**config.mk**
```make
export PLATFORM = sky130hd
export DESIGN_NAME = mem_cycle_sched
export DESIGN_NICKNAME = d
export VERILOG_FILES = /design/src/rtl/mem_cycle_sched.sv
export SDC_FILE = /design/constraint.sdc
export NUM_CORES = 1
export LEC_CHECK = 0
export BUFFER_PORTS_ARGS = -buffer_cell sky130_fd_sc_hd__buf_2
export CAP_MARGIN = 0
export CORE_MARGIN = 4
export CORE_UTILIZATION = 40
export CTS_BUF_LIST = sky130_fd_sc_hd__clkbuf_4
export DETAILED_ROUTE_END_ITERATION = 10
export GPL_TIMING_DRIVEN = 0
export HOLD_SLACK_MARGIN = 0.15
export PLACE_DENSITY = 0.87
export SLEW_MARGIN = 30
export SYNTH_ARGS = -nofsm -noshare
export SYNTH_HDL_FRONTEND = slang
export SYNTH_SLANG_ARGS = --single-unit
```
**constraint.sdc**
```tcl
create_clock -name clk -period 1.7 [get_ports clk]
set_clock_uncertainty 0.2 [all_clocks]
set_input_delay 0 -clock clk [delete_from_list [all_inputs] [get_ports clk]]
set_output_delay 0 -clock clk [all_outputs]
set_load 0.1 [all_outputs]
```
**src/rtl/mem_cycle_sched.sv**
```systemverilog
module mem_cycle_sched #(
  parameter int AW = 16,
  parameter int DMA_PERIOD = 8
) (
  input  logic          clk,
  input  logic          rst_n,
  input  logic          mem_rdy,
  input  logic          ls_req,
  input  logic          ls_we,
  input  logic [AW-1:0] fetch_addr,
  input  logic [AW-1:0] dma_addr,
  input  logic [AW-1:0] ls_addr,
  output logic [AW-1:0] mem_addr,
  output logic          mem_we,
  output logic [1:0]    cyc_kind,
  output logic          pipe_en
);
  localparam int CW = (DMA_PERIOD > 2) ? $clog2(DMA_PERIOD) : 1;
  localparam logic [CW-1:0] TMR_LAST = CW'(DMA_PERIOD - 1);
  localparam logic [1:0] K_FETCH = 2'b00;
  localparam logic [1:0] K_DMA   = 2'b01;
  localparam logic [1:0] K_LS    = 2'b10;

  logic [CW-1:0] tmr;
  logic          dma_pend;
  logic          tick, dma_want, ls_want;
  logic [1:0]    kind_nx;
  logic [AW-1:0] addr_nx;

  assign tick     = (tmr == TMR_LAST);
  assign dma_want = tick | (dma_pend & ~(cyc_kind == K_DMA & mem_rdy));
  assign ls_want  = ls_req & (cyc_kind != K_LS);
  assign pipe_en  = mem_rdy & ((cyc_kind == K_LS) | ((cyc_kind == K_FETCH) & ~ls_req));

  always_comb begin
    if (dma_want) begin
      kind_nx = K_DMA;
      addr_nx = dma_addr;
    end else if (ls_want) begin
      kind_nx = K_LS;
      addr_nx = ls_addr;
    end else begin
      kind_nx = K_FETCH;
      addr_nx = fetch_addr;
    end
  end

  always_ff @(posedge clk) begin
    if (!rst_n) begin
      tmr      <= '0;
      dma_pend <= 1'b0;
      cyc_kind <= K_FETCH;
      mem_addr <= '0;
      mem_we   <= 1'b0;
    end else begin
      tmr      <= tick ? '0 : tmr + 1'b1;
      dma_pend <= dma_want;
      if (mem_rdy) begin
        cyc_kind <= kind_nx;
        mem_addr <= addr_nx;
        mem_we   <= (kind_nx == K_LS) & ls_we;
      end
    end
  end

  AST_WAIT_HOLD: assert property (@(posedge clk) disable iff (!rst_n)
    !mem_rdy |=> $stable(mem_addr) && $stable(mem_we) && $stable(cyc_kind));
  AST_LEGAL_KIND: assert property (@(posedge clk) disable iff (!rst_n)
    cyc_kind != 2'b11);
  AST_DMA_SERVED: assert property (@(posedge clk) disable iff (!rst_n)
    (dma_pend && mem_rdy && cyc_kind != K_DMA) |=> cyc_kind == K_DMA);
  AST_LS_ONCE: assert property (@(posedge clk) disable iff (!rst_n)
    (cyc_kind == K_LS && mem_rdy) |=> cyc_kind != K_LS);
  AST_WE_ONLY_LS: assert property (@(posedge clk) disable iff (!rst_n)
    mem_we |-> cyc_kind == K_LS);
  AST_LS_PICK: assert property (@(posedge clk) disable iff (!rst_n)
    (mem_rdy && ls_req && !dma_want && cyc_kind != K_LS)
      |=> (cyc_kind == K_LS && mem_addr == $past(ls_addr)));
  AST_DMA_NO_EN: assert property (@(posedge clk) disable iff (!rst_n)
    (cyc_kind == K_DMA) |-> !pipe_en);
endmodule

```
==> results.sh, run 1 <==
export IMPL_setup_viol=1
export IMPL_hold_viol=0
export IMPL_globalplace_congestion=0.7964
export IMPL_dieHeight_um=63.26
export IMPL_drive_gt1_share_pct=48.26
export IMPL_synthesis_nets=174
export IMPL_cpPeakStageDelay_ps=400
export IMPL_num_vias=1513
export IMPL_rr_worst_depth=5
export IMPL_min_from="tmr[0]"
export IMPL_met3_length_um=488
export IMPL_rsz0062_at_grt="yes"
export IMPL_arrival_ps=1780
export IMPL_critPathKind="register to register"
export IMPL_worst_path_buf_inv=2
export IMPL_clock_fmax_ghz=0.5632
export IMPL_finalCriticalPeriod_ps=1776
export IMPL_htreeDepth=1
export IMPL_setup_ws_ps=-75.52
export IMPL_final_nets=315
export IMPL_crit_path_max_fanout=10
export IMPL_top_layer_used="met4"
export IMPL_grt_max_degree=14
export IMPL_grt_util_all_layers_pct=24.88
export IMPL_cp_end_kind="register"
export IMPL_area_delta_synth_final_pct=97.75
export IMPL_dp_hpwl_um=2436
export IMPL_leakage_nw=1.180
export IMPL_utilization_pct=85.36
export IMPL_rows=19
export IMPL_yosysSeqAreaShare_pct=37.70
export IMPL_synthesis_area_mm2=0.001221
export IMPL_cts_made_buffers=3
export IMPL_cts_tree="built"
export IMPL_place_area_mm2=0.001640
export IMPL_crit_family="compound AO/OA/AOI/OAI gates"
export IMPL_synth_flop_cell="dfxtp_1"
export IMPL_ys_seq_elements=23
export IMPL_cp_cell_sequence="inv_4 > o21ai_4 > buf_12 > mux2i_1 > o221ai_4"
export IMPL_wl_met1_um=2107
export IMPL_yosysWarnings=0
export IMPL_r2r_slack_ps=-80
export IMPL_first_global_vias=1584
export IMPL_synth_edf_count=0
export IMPL_clk_insertion_delay_late_ps=320
export IMPL_min_to="tmr[0]"
export IMPL_power_total_mw=1.528
export IMPL_dr_first_iter_drc_count=77
export IMPL_maxCapViolCount=0
export IMPL_violations="setup timing"
export IMPL_worst_hold_slack_ps=240.5
export IMPL_grt_overflow=0
export IMPL_io_pins=73
export IMPL_min_path_type="register to register"
export IMPL_r2r_end="mem_addr[11]"
export IMPL_via_per_inst=5.217
export IMPL_start_kind="register"
export IMPL_antenna_found_initial=0
export IMPL_die_x_um=63.26
export IMPL_powerDensity_mw_per_mm2=632.6
export IMPL_syn_area_per_cell_um2=10.26
export IMPL_slowest_stage="mux2i_1"
export IMPL_wl_met2_um=2716
export IMPL_drv_slew=0
export IMPL_antenna_left=0
export IMPL_r2r_start="cyc_kind[1]"
export IMPL_whs_path_depth=1
export IMPL_peakVddDrop_uv=518.7
export IMPL_cp_required_ps=1700
export IMPL_relSlewSlack_pct=65.52
export IMPL_yosysUniqueCellTypes=27
export IMPL_synth_async_reset_ratio_pct=0
export IMPL_clock_sinks=23
export IMPL_antenna_cells=0
export IMPL_port_buffers=71
export IMPL_cts_path_max_buffers=2
export IMPL_dr_pass1_iters=6
export IMPL_grt_pass1_wl_um=7783
export IMPL_outcome="complete, but fails checks"
export IMPL_start_util_pct=43.17
export IMPL_period_share_pct=104.4
export IMPL_avgRoutedWirePerCell_um=19.28
export IMPL_die_area_mm2=0.004001
export IMPL_cts_reportedPaths_clkPinSlew_ps=130
export IMPL_routed_wl_um=5590
export IMPL_cts_root_buffer="clkbuf_4"
export IMPL_drc=0
export IMPL_synth_cells=119
export IMPL_worstMarginPinSlew_ps=520.8
export IMPL_design_area_mm2=0.002415
export IMPL_core_mm2=0.002829
-- power by group --
| part | internal, mW | switching, mW |
|---|---|---|
| logic | 0.254 | 0.413 |
| registers | 0.576 | 0.0282 |
| clock network | 0.0881 | 0.169 |
-- placed cells by master, fill, tap and decap left out, types with 2 or more instances in the layout --
| master | n |
|---|---|
| and2_1 | 2 |
| dlygate4sd3_1 | 52 |
| dfxtp_4 | 2 |
| mux2i_2 | 2 |
| clkbuf_4 | 3 |
| o221ai_4 | 3 |
| mux2i_1 | 14 |
| o221ai_2 | 12 |
| ha_4 | 2 |
| inv_1 | 16 |
| buf_4 | 11 |
| buf_12 | 2 |
| dfxtp_1 | 20 |
| buf_2 | 74 |
| o21a_1 | 3 |
| nor2b_1 | 3 |
| nand2_1 | 17 |
-- worst max-delay path by stage --
stage                startpoint  depth (start not counted)           end
CTS                      tmr[0]                          6   mem_addr[6]
global route        cyc_kind[1]                          5  mem_addr[11]
global placement         tmr[0]                          6  mem_addr[12]
floorplan           cyc_kind[1]                          2       pipe_en
finish              cyc_kind[1]                          5  mem_addr[11]
detailed placement       tmr[0]                          6  mem_addr[11]
-- state kept, by name, indices dropped and copies added (netlist names) --
signal    count
tmr           3
cyc_kind      2
mem_we        1
mem_addr     16
dma_pend      1
-- cells by family (layout without fill, tap and decap cells) --
group / Yosys count / count (layout) / synth area share, %
AO/OA/AOI/OAI: 26 / 26 / 23.67
buffers and inverters: 24 / 164 / 10.04
flip-flops: 23 / 23 / 37.70
AND/OR/NAND/NOR: 28 / 28 / 13.42
multiplexers: 16 / 16 / 13.11
adder cells (fa/ha/maj): 2 / 2 / 2.049
-- routing by layer --
layer	track usage, %	vias to the layer above
li1	-	700
met1	25.54	693
met2	46.11	96
met3	6.039	24
met4	13.21	0
met5	0	-
-- synth_stat cells, types with 2 or more instances --
| library cell | number | area share [%] |
|---|---|---|
| and2_1 | 2 | 1.0 |
| o221ai_1 | 5 | 3.6 |
| ha_1 | 2 | 2.0 |
| mux2i_1 | 16 | 13 |
| inv_2 | 2 | 0.61 |
| buf_2 | 4 | 1.6 |
| nor2b_1 | 3 | 1.5 |
| dfxtp_1 | 23 | 38 |
| nand2_1 | 17 | 5.2 |
| o21a_1 | 3 | 1.8 |
| o221ai_2 | 11 | 14 |
| inv_1 | 16 | 4.9 |
-- stage by stage --
stage / setup TNS (ps) / setup slack (ps) / cells
2_1_floorplan: -10.62 / -10.62 / 119
3_3_place_gp: -1063 / -110.0 / 221
3_5_place_dp: -1103 / -127.6 / 221
4_1_cts: 0 / 12.88 / 281
5_1_grt: -208.8 / -110.5 / 290
6_report: -75.52 / -75.52 / 290
-- worst register-to-register path: cells and delay by family, from the launching register on --
kind	cells	cell delay [ps]
compound gates	2	430
mux	1	410
flops	1	390
buf+inv	2	250
-- timing repair --
| action | 4_1_cts | 5_1_grt |
|---|---|---|
| hold endpoints to repair | 23 | 0 |
| hold buffers | 52 | 0 |
| buffers inserted | 3 | 9 |
| pin swaps | 0 | 8 |
| setup endpoints to repair | 10 | 16 |
| gates resized for setup | 9 | 10 |
| cloned | 1 | 0 |
-- final cells by class --
| type | count | area, um2 |
|---|---|---|
| multi-input cells | 72 | 742.0 |
| repair buffers | 136 | 997.2 |
| fillers | 132 | 414.1 |
| plain buffers | 6 | 70.07 |
| clock buffers | 3 | 22.52 |
| inverters | 18 | 70.07 |
| flip-flops and latches | 23 | 469.2 |
| well taps | 31 | 38.79 |
| clock inverters | 1 | 5.005 |
No activity file was read; power rests on OpenSTA's default activity.
==> run 2: changes to the inputs <==
==> constraint.sdc (replaced) <==
create_clock -name clk -period 1.7 [get_ports clk]
set_clock_uncertainty 0.2 [all_clocks]
set_input_delay 0.34 -clock clk [delete_from_list [all_inputs] [get_ports clk]]
set_output_delay 0.34 -clock clk [all_outputs]
set_load 0.1 [all_outputs]
==> run 2 against run 1 <==
Effect of this change:
- the run still ends with setup timing left
- wire length shrank 6.8%
- clock power is essentially flat
- combinational power shrank 3.2%
- sequential share of layout area grew 0.72 points
- register-to-register slack gained 80 ps
- non-clock buffer count shrank 10
- sequential power is essentially flat
==> results.sh, run 2 (synthesis gave the netlist of run 1 again) <==
export IMPL_cts_path_max_buffers=2
export IMPL_first_global_vias=1548
export IMPL_seqPwrFrac_pct=40.1
export IMPL_place_ws_ps=-138.6
export IMPL_largest_register="mem_addr"
export IMPL_layout_commonest_cell="buf_2"
export IMPL_min_path_type="primary input to register"
export IMPL_final_cell_mix="buf_2 (70), dlygate4sd3_1 (46), dfxtp_1 (20)"
export IMPL_start_kind="register"
export IMPL_setup_viol=2
export IMPL_peakVddDrop_uv=487.8
export IMPL_cp_end_kind="output port"
export IMPL_period_share_pct=103.4
export IMPL_rows=19
export IMPL_final_nets=305
export IMPL_power_frac_clock_pct=17.0
export IMPL_grt_max_degree=14
export IMPL_num_vias=1473
export IMPL_worst_path_buf_inv=2
export IMPL_worstMarginPinSlew_ps=511.2
export IMPL_finalCriticalPeriod_ps=1759
export IMPL_core_mm2=0.002829
export IMPL_largest_reg_flops=16
export IMPL_clock_fmax_ghz=0.5687
export IMPL_drv_slew=0
export IMPL_antenna_found_initial=1
export IMPL_io_pins=73
export IMPL_grt_overflow=0
export IMPL_via_per_inst=5.242
export IMPL_rsz0062_at_grt="yes"
export IMPL_port_buffers=71
export IMPL_dr_first_iter_drc_count=113
export IMPL_cp_required_ps=1160
export IMPL_leakage_nw=1.148
export IMPL_cpPeakStageDelay_ps=390
export IMPL_p_switching_uw=596.0
export IMPL_grt_util_all_layers_pct=24.96
export IMPL_avgRoutedWirePerCell_um=18.54
export IMPL_cts_tree="built"
export IMPL_cts_root_buffer="clkbuf_4"
export IMPL_clk_insertion_delay_late_ps=320
export IMPL_dp_hpwl_um=2482
export IMPL_crit_family="flip-flops"
export IMPL_cp_cell_sequence="inv_4 > a211oi_4 > buf_12"
export IMPL_violations="setup timing"
export IMPL_cts_reportedPaths_clkPinSlew_ps=120
export IMPL_dieHeight_um=63.26
export IMPL_reg_largest_list="mem_addr: 16 flops, tmr: 3 flops, cyc_kind: 2 flops"
export IMPL_globalplace_congestion=0.8209
export IMPL_setup_ws_ps=-58.52
export IMPL_critPathKind="register to output port"
export IMPL_die_area_mm2=0.004001
export IMPL_outcome="complete, but fails checks"
export IMPL_antenna_left=0
export IMPL_crit_path_max_fanout=4
export IMPL_slowest_stage="dfxtp_4"
export IMPL_start_util_pct=43.17
export IMPL_die_x_um=63.26
export IMPL_power_total_mw=1.503
export IMPL_routed_wl_um=5209
export IMPL_drive_gt1_share_pct=47.79
export IMPL_maxCapViolCount=0
export IMPL_hold_viol=0
export IMPL_dr_pass1_iters=4
export IMPL_clock_sinks=23
export IMPL_swShare_pct=39.66
export IMPL_area_delta_synth_final_pct=90.68
export IMPL_drc=0
export IMPL_relSlewSlack_pct=66.16
export IMPL_arrival_ps=1220
export IMPL_combPwrFrac_pct=42.9
export IMPL_powerDensity_mw_per_mm2=645.4
export IMPL_grt_pass1_wl_um=7845
export IMPL_cts_made_buffers=3
export IMPL_htreeDepth=1
export IMPL_intPower_uw=906.9
run 2: changes by cell type in the layout (fill, tap and decap cells not counted), sizes merged:
cell and delta:
diode +1, buf -6, dlygate4sd3 -6, clkbuf +2
run 2: final timing paths:
path / cells past startpoint / endpoint / slack (ps) / start
min: 3 / mem_addr[9] / 150 / ls_addr[9]
max reg2reg: 6 / mem_addr[8] / 0 / tmr[0]
max: 3 / pipe_en / -60 / cyc_kind[1]
min reg2reg: 1 / tmr[0] / 250 / tmr[0]
run 2: layout make-up:
cell class / instances / area [um2]
Fill cell: 135 / 500.5
Antenna cell: 1 / 2.502
Tap cell: 31 / 38.79
Clock buffer: 3 / 22.52
Inverter: 18 / 70.07
Sequential cell: 23 / 469.2
Buffer: 6 / 75.07
Clock inverter: 1 / 5.005
Multi-Input combinational cell: 72 / 711.9
Timing Repair Buffer: 126 / 933.4
run 2: timing repair:
item / in CTS / in global routing
hold buffers: 46 / 0
endpoints found under the setup margin: 12 / 19
hold endpoints to repair: 20 / 0
pin swaps: 1 / 14
gates cloned: 1 / 0
buffers inserted: 3 / 5
gates resized for setup: 14 / 10
run 2: stage by stage:
step / hold slack (ps) / setup TNS (ps) / utilization [%] / cell area (um2) / instances
finish: 152.7 / -59.16 / 82.31 / 2328 / 281
global route: 170.2 / -328.0 / 82.31 / 2328 / 281
CTS: 150.3 / -39.75 / 78.77 / 2228 / 275
detailed placement: 212.2 / -1339 / 57.98 / 1640 / 221
global placement: 210.8 / -1128 / 57.98 / 1640 / 221
floorplan: 198.4 / -356.6 / - / 1246 / 119
run 2: layer usage:
metal,up-vias,global-route usage [%],wire (um)
met3,11,7.638,458
met2,83,47.69,2732
li1,685,-,-
met4,0,6.199,121
met5,-,0,0
met1,694,26.33,1897
run 2: worst register-to-register path, stage by stage (launching register included):
cell and delay (ps):
dfxtp_2 360, ha_4 160, ha_4 170, and2b_2 250
nand3_4 150, buf_6 190, o221ai_2 160
run 2: power groups by stage:
stage                     Sequential [mW]  Clock [mW]  Combinational [mW]
after CTS                           0.596       0.268               0.598
final                               0.603       0.255               0.645
after global placement              0.605           0               0.483
after detailed placement            0.606           0               0.489
after global routing                0.608       0.279               0.672
after floorplan                     0.830           0               0.147
==> run 3: changes to the inputs <==
--- a/config.mk
+++ b/config.mk
@@ -13,7 +13,7 @@
 export DETAILED_ROUTE_END_ITERATION = 10
 export GPL_TIMING_DRIVEN = 0
 export HOLD_SLACK_MARGIN = 0.15
-export PLACE_DENSITY = 0.87
+export PLACE_DENSITY = 0.78
 export SLEW_MARGIN = 30
 export SYNTH_ARGS = -nofsm -noshare
 export SYNTH_HDL_FRONTEND = slang
==> run 3 against run 2 <==
Effect of this change:
- the run still ends with setup timing left
- die area did not move
- hold slack worse by 5.7 ps
- final cell count up 1.4%
- clock power rose by 6%
- largest power group unchanged
- sequential share of layout area is 0.29 points lower
- first-iteration DRC count down 63%
- critical path depth unchanged
- register-to-register slack better by 30 ps
- maximum frequency increased by 0.24%
==> results.sh, run 3 (synthesis gave the netlist of run 1 again) <==
export IMPL_outcome="complete, but fails checks"
export IMPL_violations="setup timing"
export IMPL_p_switching_uw=607.6
export IMPL_clock_fmax_ghz=0.5700
export IMPL_arrival_ps=1210
export IMPL_utilization_pct=83.50
export IMPL_min_path_type="primary input to register"
export IMPL_leakage_nw=1.164
export IMPL_worst_path_buf_inv=2
export IMPL_grt_max_degree=14
export IMPL_dr_first_iter_drc_count=42
export IMPL_rr_worst_depth=6
export IMPL_start_util_pct=43.17
export IMPL_slowest_stage="dfxtp_4"
export IMPL_cp_required_ps=1160
export IMPL_area_delta_synth_final_pct=93.44
export IMPL_finalCriticalPeriod_ps=1754
export IMPL_antenna_found_initial=0
export IMPL_cp_cell_sequence="inv_4 > a211oi_4 > buf_12"
export IMPL_htreeDepth=1
export IMPL_setup_ws_ps=-54.35
export IMPL_swShare_pct=39.90
export IMPL_r2r_end="mem_addr[11]"
export IMPL_cpPeakStageDelay_ps=390
export IMPL_core_mm2=0.002829
export IMPL_crit_family="flip-flops"
export IMPL_cts_made_buffers=3
export IMPL_largest_register="mem_addr"
export IMPL_antenna_left=0
export IMPL_grt_pass1_wl_um=7672
export IMPL_die_area_mm2=0.004001
export IMPL_avgRoutedWirePerCell_um=17.83
export IMPL_min_to="mem_addr[8]"
export IMPL_relSlewSlack_pct=66.04
export IMPL_peakVddDrop_uv=493.0
export IMPL_globalplace_congestion=0.8103
export IMPL_powerDensity_mw_per_mm2=644.7
export IMPL_final_nets=310
export IMPL_hold_viol=0
export IMPL_cp_end_kind="output port"
export IMPL_via_per_inst=5.302
export IMPL_r2r_slack_ps=30
export IMPL_worstMarginPinSlew_ps=512.9
export IMPL_layout_commonest_cell="buf_2"
export IMPL_min_from="fetch_addr[8]"
export IMPL_critPathKind="register to output port"
export IMPL_period_share_pct=103.2
export IMPL_setup_viol=2
export IMPL_cts_root_buffer="clkbuf_4"
export IMPL_place_ws_ps=-117.8
export IMPL_drive_gt1_share_pct=47.64
export IMPL_cts_reportedPaths_clkPinSlew_ps=130
export IMPL_largest_reg_flops=16
export IMPL_dr_pass1_iters=4
export IMPL_antenna_cells=0
export IMPL_drc=0
export IMPL_rows=19
export IMPL_dp_hpwl_um=2697
export IMPL_rsz0062_at_grt="yes"
export IMPL_fillerInstances=135
export IMPL_seqPwrFrac_pct=39.6
export IMPL_cts_path_max_buffers=2
export IMPL_io_pins=73
export IMPL_routed_wl_um=5082
export IMPL_port_buffers=71
export IMPL_dieHeight_um=63.26
export IMPL_final_cell_mix="buf_2 (67), dlygate4sd3_1 (49), dfxtp_1 (20)"
export IMPL_die_x_um=63.26
export IMPL_cts_tree="built"
export IMPL_grt_util_all_layers_pct=24.32
export IMPL_clock_sinks=23
export IMPL_grt_overflow=0
export IMPL_drv_slew=0
export IMPL_maxCapViolCount=0
export IMPL_whs_path_depth=3
export IMPL_power_frac_clock_pct=17.7
export IMPL_combPwrFrac_pct=42.6
export IMPL_intPower_uw=915.4
export IMPL_num_vias=1511
export IMPL_crit_path_max_fanout=4
export IMPL_first_global_vias=1652
export IMPL_r2r_start="tmr[0]"
export IMPL_clk_insertion_delay_late_ps=320
export IMPL_reg_largest_list="mem_addr: 16 flops, tmr: 3 flops, cyc_kind: 2 flops"
export IMPL_start_kind="register"
## run 3: cell count changes in the layout (fill, tap and decap cells not counted), moves of 2 or more
cell           before  now
buf_2              70   67
buf_4               7    9
clkbuf_4            5    8
dlygate4sd3_1      46   49
## run 3: metrics by stage
stage          total power, mW  hold WS (ps)  TNS (ps)  cells  instance area [um2]
3_5_place_dp             1.099         215.3     -1113    221                 1640
4_1_cts                  1.470         155.5    -49.62    279                 2266
2_1_floorplan           0.9768         198.4    -356.6    119                 1246
3_3_place_gp             1.083         208.5    -756.4    221                 1640
5_1_grt                  1.573         170.3    -212.1    285                 2362
6_report                 1.523         147.0    -60.08    285                 2362
## run 3: power groups by stage
stage / clock network [mW] / registers, mW / logic (mW)
2_1_floorplan: 0 / 0.830 / 0.147
3_3_place_gp: 0 / 0.606 / 0.478
3_5_place_dp: 0 / 0.608 / 0.491
4_1_cts: 0.267 / 0.597 / 0.606
5_1_grt: 0.288 / 0.607 / 0.678
6_report: 0.270 / 0.604 / 0.649
## run 3: final cells by class
type | instances | area, um2 | share of cell area, %
clock buffers | 3 | 22.52 | 0.9534
flip-flops and latches | 23 | 469.2 | 19.86
inverters | 18 | 70.07 | 2.966
clock inverters | 1 | 5.005 | 0.2119
multi-input cells | 72 | 700.7 | 29.66
plain buffers | 6 | 70.07 | 2.966
well taps | 31 | 38.79 | 1.642
repair buffers | 131 | 985.9 | 41.74
## run 3: tightest hold or removal path, delay by kind of cell
kind	cells	cell delay, ps
buf+inv	1	80
mux	1	80
compound gates	1	140
## run 3: repair_timing
action | 4_1_cts | 5_1_grt
cloned | 1 | 0
buffers inserted | 4 | 6
gates resized for setup | 14 | 11
hold buffers | 49 | 0
pin swaps | 3 | 11
setup endpoints to repair | 12 | 23
endpoints found under the hold margin | 20 | 0
## run 3: worst max path at each step
stage	from	to	slack (ps)	depth (start not counted)
6_report	cyc_kind[1]	pipe_en	-50	3
3_5_place_dp	tmr[0]	mem_addr[0]	-120	6
5_1_grt	cyc_kind[1]	pipe_en	-100	3
4_1_cts	cyc_kind[1]	pipe_en	-50	3
3_3_place_gp	tmr[0]	mem_addr[13]	-80	6
2_1_floorplan	cyc_kind[1]	pipe_en	-360	2
## run 3: routing by layer
metal	vias to the layer above	track usage (%)	routed length [um]
met4	0	10.78	175
met1	736	23.37	1816
met2	69	48.88	2812
li1	685	-	-
met3	21	4.796	278
met5	-	0	0
